--- src/rtl/ccd_pkg.sv ---
package ccd_pkg;
  localparam int unsigned REG_W    = 32;
  localparam int unsigned EN_BIT   = 24;
  localparam int unsigned DIV_LSB  = 16;
  localparam int unsigned DIV_W    = 4;
  localparam int unsigned RSP_LSB  = 12;
  localparam int unsigned RSP_W    = 2;
  localparam int unsigned BSY_LSB  = 8;
  localparam int unsigned DAT_LSB  = 4;
  localparam int unsigned DONE_LSB = 0;
  localparam int unsigned SEL_W    = 4;

  localparam logic [DIV_W-1:0] CODE_DIRECT = 4'h0;
  localparam logic [DIV_W-1:0] CODE_BYPASS = 4'hF;

  typedef struct packed {
    logic             en;
    logic [DIV_W-1:0] div;
    logic [RSP_W-1:0] rsp;
    logic [SEL_W-1:0] bsy;
    logic [SEL_W-1:0] dat;
    logic [SEL_W-1:0] done;
  } clk_ctrl_t;
endpackage

--- src/rtl/ccd_ctrl_reg.sv ---
module ccd_ctrl_reg
  import ccd_pkg::*;
(
  input  logic             clk_i,
  input  logic             rst_ni,
  input  logic             soft_rst_i,
  input  logic             wr_en_i,
  input  logic [REG_W-1:0] wr_data_i,
  output clk_ctrl_t        ctrl_o,
  output logic             div_chg_o
);
  clk_ctrl_t ctrl_q, ctrl_d;
  logic      unused_rsvd;

  always_comb begin
    ctrl_d.en   = wr_data_i[EN_BIT];
    ctrl_d.div  = wr_data_i[DIV_LSB +: DIV_W];
    ctrl_d.rsp  = wr_data_i[RSP_LSB +: RSP_W];
    ctrl_d.bsy  = wr_data_i[BSY_LSB +: SEL_W];
    ctrl_d.dat  = wr_data_i[DAT_LSB +: SEL_W];
    ctrl_d.done = wr_data_i[DONE_LSB +: SEL_W];
  end

  assign unused_rsvd = ^{wr_data_i[REG_W-1:EN_BIT+1],
                         wr_data_i[EN_BIT-1:DIV_LSB+DIV_W],
                         wr_data_i[DIV_LSB-1:RSP_LSB+RSP_W]};

  assign div_chg_o = wr_en_i && !soft_rst_i && (ctrl_d.div != ctrl_q.div);

  always_ff @(posedge clk_i or negedge rst_ni) begin
    if (!rst_ni)         ctrl_q <= '0;
    else if (soft_rst_i) ctrl_q <= '0;
    else if (wr_en_i)    ctrl_q <= ctrl_d;
  end

  assign ctrl_o = ctrl_q;
endmodule

--- src/rtl/ccd_div_core.sv ---
module ccd_div_core #(
  parameter int unsigned MAX_EXP = 9
) (
  input  logic       clk_i,
  input  logic       rst_ni,
  input  logic       clr_i,
  input  logic       restart_i,
  input  logic       run_i,
  input  logic [3:0] exp_i,
  output logic       div_o,
  output logic       rise_o,
  output logic       active_o
);
  localparam int unsigned CNT_W = (MAX_EXP > 1) ? MAX_EXP - 1 : 1;

  logic [CNT_W-1:0] cnt_q, lim;
  logic [CNT_W:0]   half;
  logic             div_q, rise_q, act_q;

  // half period 2^(exp-1); terminal count is half-1
  assign half = (CNT_W+1)'(1) << (exp_i - 4'd1);
  assign lim  = half[CNT_W-1:0] - CNT_W'(1);

  always_ff @(posedge clk_i or negedge rst_ni) begin
    if (!rst_ni) begin
      cnt_q <= '0; div_q <= 1'b0; rise_q <= 1'b0; act_q <= 1'b0;
    end else if (clr_i) begin
      cnt_q <= '0; div_q <= 1'b0; rise_q <= 1'b0; act_q <= 1'b0;
    end else begin
      rise_q <= 1'b0;
      if (!act_q) begin
        cnt_q <= '0;
        div_q <= 1'b0;
        if (run_i) act_q <= 1'b1;
      end else if (!run_i && !div_q) begin
        act_q <= 1'b0;
        cnt_q <= '0;
      end else if (restart_i) begin
        cnt_q <= '0;
      end else if (cnt_q == lim) begin
        cnt_q  <= '0;
        div_q  <= ~div_q;
        rise_q <= ~div_q;
      end else begin
        cnt_q <= cnt_q + CNT_W'(1);
      end
    end
  end

  assign div_o    = div_q;
  assign rise_o   = rise_q;
  assign active_o = act_q;
endmodule

--- src/rtl/ccd_clk_out.sv ---
module ccd_clk_out (
  input  logic clk_i,
  input  logic rst_ni,
  input  logic byp_i,
  input  logic en_i,
  input  logic div_i,
  input  logic rise_i,
  output logic card_clk_o,
  output logic card_rise_o,
  output logic byp_sel_o
);
  logic byp_q, gate_q;

  // falling-edge capture: gate and select only move while clk_i is low
  always_ff @(negedge clk_i or negedge rst_ni) begin
    if (!rst_ni) begin
      byp_q  <= 1'b0;
      gate_q <= 1'b0;
    end else begin
      byp_q  <= byp_i;
      gate_q <= byp_i & en_i;
    end
  end

  assign card_clk_o  = byp_q ? (clk_i & gate_q) : div_i;
  assign card_rise_o = byp_q ? gate_q : rise_i;
  assign byp_sel_o   = byp_q;
endmodule

--- src/rtl/card_clk_div.sv ---
module card_clk_div
  import ccd_pkg::*;
#(
  parameter int unsigned MAX_EXP = 9
) (
  input  logic             clk_i,
  input  logic             rst_ni,
  input  logic             soft_rst_i,
  input  logic             wr_en_i,
  input  logic [REG_W-1:0] wr_data_i,
  output logic             card_clk_o,
  output logic             card_rise_o,
  output logic [RSP_W-1:0] rsp_to_sel_o,
  output logic [SEL_W-1:0] busy_to_sel_o,
  output logic [SEL_W-1:0] data_to_sel_o,
  output logic [SEL_W-1:0] done_to_sel_o
);
  clk_ctrl_t        ctrl;
  logic             div_chg, bypass, div_clk, div_rise, core_act, byp_sel;
  logic [DIV_W-1:0] exp_eff, div_code;

  ccd_ctrl_reg u_reg (
    .clk_i, .rst_ni, .soft_rst_i, .wr_en_i, .wr_data_i,
    .ctrl_o    (ctrl),
    .div_chg_o (div_chg)
  );

  assign div_code = ctrl.div;
  assign bypass   = (div_code == CODE_DIRECT) || (div_code == CODE_BYPASS);

  always_comb begin
    if (bypass)                          exp_eff = 4'd1;
    else if (div_code > DIV_W'(MAX_EXP)) exp_eff = DIV_W'(MAX_EXP);
    else                                 exp_eff = div_code;
  end

  ccd_div_core #(.MAX_EXP(MAX_EXP)) u_core (
    .clk_i, .rst_ni,
    .clr_i     (soft_rst_i),
    .restart_i (div_chg),
    .run_i     (ctrl.en & ~bypass),
    .exp_i     (exp_eff),
    .div_o     (div_clk),
    .rise_o    (div_rise),
    .active_o  (core_act)
  );

  ccd_clk_out u_out (
    .clk_i, .rst_ni,
    .byp_i       (bypass),
    .en_i        (ctrl.en),
    .div_i       (div_clk),
    .rise_i      (div_rise),
    .card_clk_o,
    .card_rise_o,
    .byp_sel_o   (byp_sel)
  );

  assign rsp_to_sel_o  = ctrl.rsp;
  assign busy_to_sel_o = ctrl.bsy;
  assign data_to_sel_o = ctrl.dat;
  assign done_to_sel_o = ctrl.done;
endmodule

--- config.mk ---
export PLATFORM = sky130hd
export DESIGN_NAME = card_clk_div
export DESIGN_NICKNAME = d
export VERILOG_FILES = /design/src/rtl/ccd_pkg.sv /design/src/rtl/ccd_ctrl_reg.sv /design/src/rtl/ccd_div_core.sv /design/src/rtl/ccd_clk_out.sv /design/src/rtl/card_clk_div.sv
export SDC_FILE = /design/constraint.sdc
export NUM_CORES = 1
export LEC_CHECK = 0
export ABC_AREA = 1
export BUFFER_PORTS_ARGS = -buffer_cell sky130_fd_sc_hd__buf_2
export CAP_MARGIN = 20
export CORE_MARGIN = 2
export CORE_UTILIZATION = 55
export CTS_CLUSTER_DIAMETER = 100
export CTS_CLUSTER_SIZE = 16
export DETAILED_ROUTE_END_ITERATION = 10
export PLACE_DENSITY = 0.85
export SLEW_MARGIN = 10
export SYNTH_ARGS = -nofsm -noshare
export SYNTH_HDL_FRONTEND = slang
export SYNTH_SLANG_ARGS = --single-unit
--- constraint.sdc ---
create_clock -name clk_i -period 6.3 [get_ports clk_i]
set_input_delay 1.26 -clock clk_i [delete_from_list [all_inputs] [get_ports clk_i]]
set_output_delay 1.26 -clock clk_i [all_outputs]
set_load 0.01 [all_outputs]
==> out/results.tsv <==
metric	value	unit
p_leak	1.09	nW
overflow	0	
startpoint	u_out.byp_sel_o	
finalNonFillerCells	308	
worstPathCellList	mux2_2 -> buf_2	
slew_headroom	54.8	%
arrival	4.53	ns
ys_seq_area_share	44.4	%
wl	3290	um
rsz0062_at_grt	false	
firstDrtPassIters	4	
ys_async_sr_fraction	100	%
grt_start_max_net_pins	33	
via_count	1489	
synthTopCellsByCount	69 x nand2_1, 30 x dfrtp_1, 27 x nand3_1	
final_area	2000	um^2
reg2reg_to	u_out.gate_q	
first_global_vias	1367	
clk_latency	0.45	ns
cp_num_buf_inv	1	
peakVddDrop	0.131	mV
path_depth	2	
hold_viol_final	0	
gp_congestion	0.855	
avgViaCountPerCell	4.83	
max_stage_delay	0.46	ns
cts_tree	yes	
required	5.04	ns
path_clk_slew	0.10	ns
die_w	61.3	um
synthCells	233	
r2r_cells	6	
synth_top_cell_by_area	dfrtp_1	
synth_fp_nets	271	
ys.flop_type	dfrtp_1	
fin_skew	0.0136	ns
die-area	3750	um^2
post-place-cells	297	
post_cts_buffers	0	
tightest_slew	0.677	ns
yosysUniqueCellTypes	25	
area_delta_synth_final	11.2	%
yosysWarningCount	0	
power_per_cell_area	215	nW/um^2
grt_pass1_wl	5620	um
yosys_register_bits	32	
hp-class	flop to flop	
track_usage	21.3	%
rows	20	
drtIter0Drc	25	
drive_above_1_share	22.3	%
maxCapViolCount	0	
n_antenna_cell	0	
syn_area_per_cell	7.74	um^2
crit_slowest_cell	dfrtn_1	
antenna_found_initial	0	
wl_per_cell	10.7	um
netlist_area	1800	um^2
synth_edf_count	0	
fillers	284	
initial_core_util	58.6	%
post_dp_cell_area	1920	um^2
reg2reg_slack	1.99	ns
ant_nets	0	
critPathLaunchType	flop	
r2r-start	u_reg.ctrl_o[16]	
drc	0	
path_delay_family	flip-flops	
netlist.area_leader.share	41.6	%
slew_viol_final	0	
core_area	3080	um^2
nNetsFinal	301	
num_io_pins	52	
end_kind	output pin	
cts_resized	0	
ctsHoldBuffers	0	
finalSetupViolations	0	
critPathMaxFanout	3	
synth_area_leaders	dfrtp_1 42%, nand2_1 14%, nand3_1 7.5%	
setup_tns	0	ns
io_buffer_count	38	
critPathKind	flop to output pin	
synth_most_common_cell	nand2_1	
fp.dieH	61.3	um
hpwlAfterDp	2460	um
run_status	finished clean	
crit_end	card_rise_o	
==> power by group <==
part	internal [W]	switching, W
Clock	0.0000656	0.0000783
Sequential	0.000214	0.00000686
Combinational	0.0000255	0.0000410
==> stage by stage <==
step                      utilization [%]  setup WS, ns  hold slack [ns]  total power (W)
after detailed placement             62.5         0.986            0.490         0.000292
after floorplan                         -          1.13            0.472         0.000275
after CTS                            65.1         0.494            0.519         0.000436
final                                65.1         0.513            0.518         0.000431
after global routing                 65.1         0.448            0.537         0.000461
after global placement               62.5          1.02            0.490         0.000291
==> how the worst min path moves through the flow <==
stage | startpoint | to | slack [ns] | cells after the start
detailed placement | u_reg.ctrl_o[5] | u_reg.ctrl_o[5] | 0.49 | 2
CTS | u_reg.ctrl_o[5] | u_reg.ctrl_o[5] | 0.52 | 2
global placement | u_reg.ctrl_o[10] | u_reg.ctrl_o[10] | 0.49 | 2
floorplan | u_core.cnt_q[0] | u_core.cnt_q[0] | 0.47 | 1
global route | u_reg.ctrl_o[4] | u_reg.ctrl_o[4] | 0.54 | 2
finish | u_reg.ctrl_o[9] | u_reg.ctrl_o[9] | 0.52 | 2
==> layout make-up <==
cell class | instances | area, um^2 | share of cell area (%)
sequential | 32 | 801 | 40.0
multi-input combinational | 157 | 777 | 38.8
timing repair buffer | 38 | 193 | 9.61
inverter | 25 | 93.8 | 4.68
clock buffer | 10 | 68.8 | 3.43
tap | 44 | 55.1 | 2.75
clock inverter | 2 | 16.3 | 0.811
==> cells in the final DEF, fill, tap and decap left out <==
master,synthesis,routed
nand2_1,69,69
buf_2,0,38
dfrtp_1,30,30
nand3_1,27,27
inv_1,21,21
nor2_1,20,20
xor2_1,11,11
clkbuf_4,0,8
nand4_1,6,6
nor2_2,4,4
o21ai_0,4,4
inv_2,3,3
nand3b_1,3,3
o21bai_1,2,2
o22ai_1,2,2
ha_1,2,2
dfrtn_1,2,2
nand2_2,1,1
nor3_1,1,1
clkinv_1,1,1
o31ai_1,1,1
nand3_2,1,1
xnor2_1,1,1
a21oi_1,1,1
mux2_2,1,1
clkbuf_1,3,1
clkinv_4,0,1
clkinvlp_4,0,1
buf_4,16,1
==> registers in the layout, indices dropped and copies added (netlist names) <==
register	cells
u_core.div_o	1
u_out.gate_q	1
u_core.rise_o	1
u_core.active_o	1
u_core.cnt_q	8
u_out.byp_sel_o	1
u_reg.ctrl_o	19
==> kinds of logic (layout without fill, tap and decap cells) <==
logic type                 Yosys count  in the layout  share of synthesized area, %
AOI/OAI and AO/OA                   10             10                          3.33
xor gates and xnor gates            12             12                          5.83
adders and majority gates            2              2                          1.39
buffers and inverters               44             75                          12.5
DFF                                 32             32                          44.4
muxes                                1              1                         0.625
and+or+nand+nor                    132            132                          31.9
==> metal layers <==
metal	vias up	global-route usage [%]	wire (um)
li1	786	-	-
met3	7	7.35	190
met4	0	12.7	80
met5	-	0	0
met1	658	26.1	1530
met2	38	32.5	1490
==> worst register-to-register path: stages (launching register included) <==
cell     delay [ns]
dfrtp_1        0.47
nand2_1        0.11
inv_2          0.05
nand3_1        0.13
nand2_1        0.13
inv_1          0.09
nor2_1         0.04
Power figures use the tool's default switching activity.
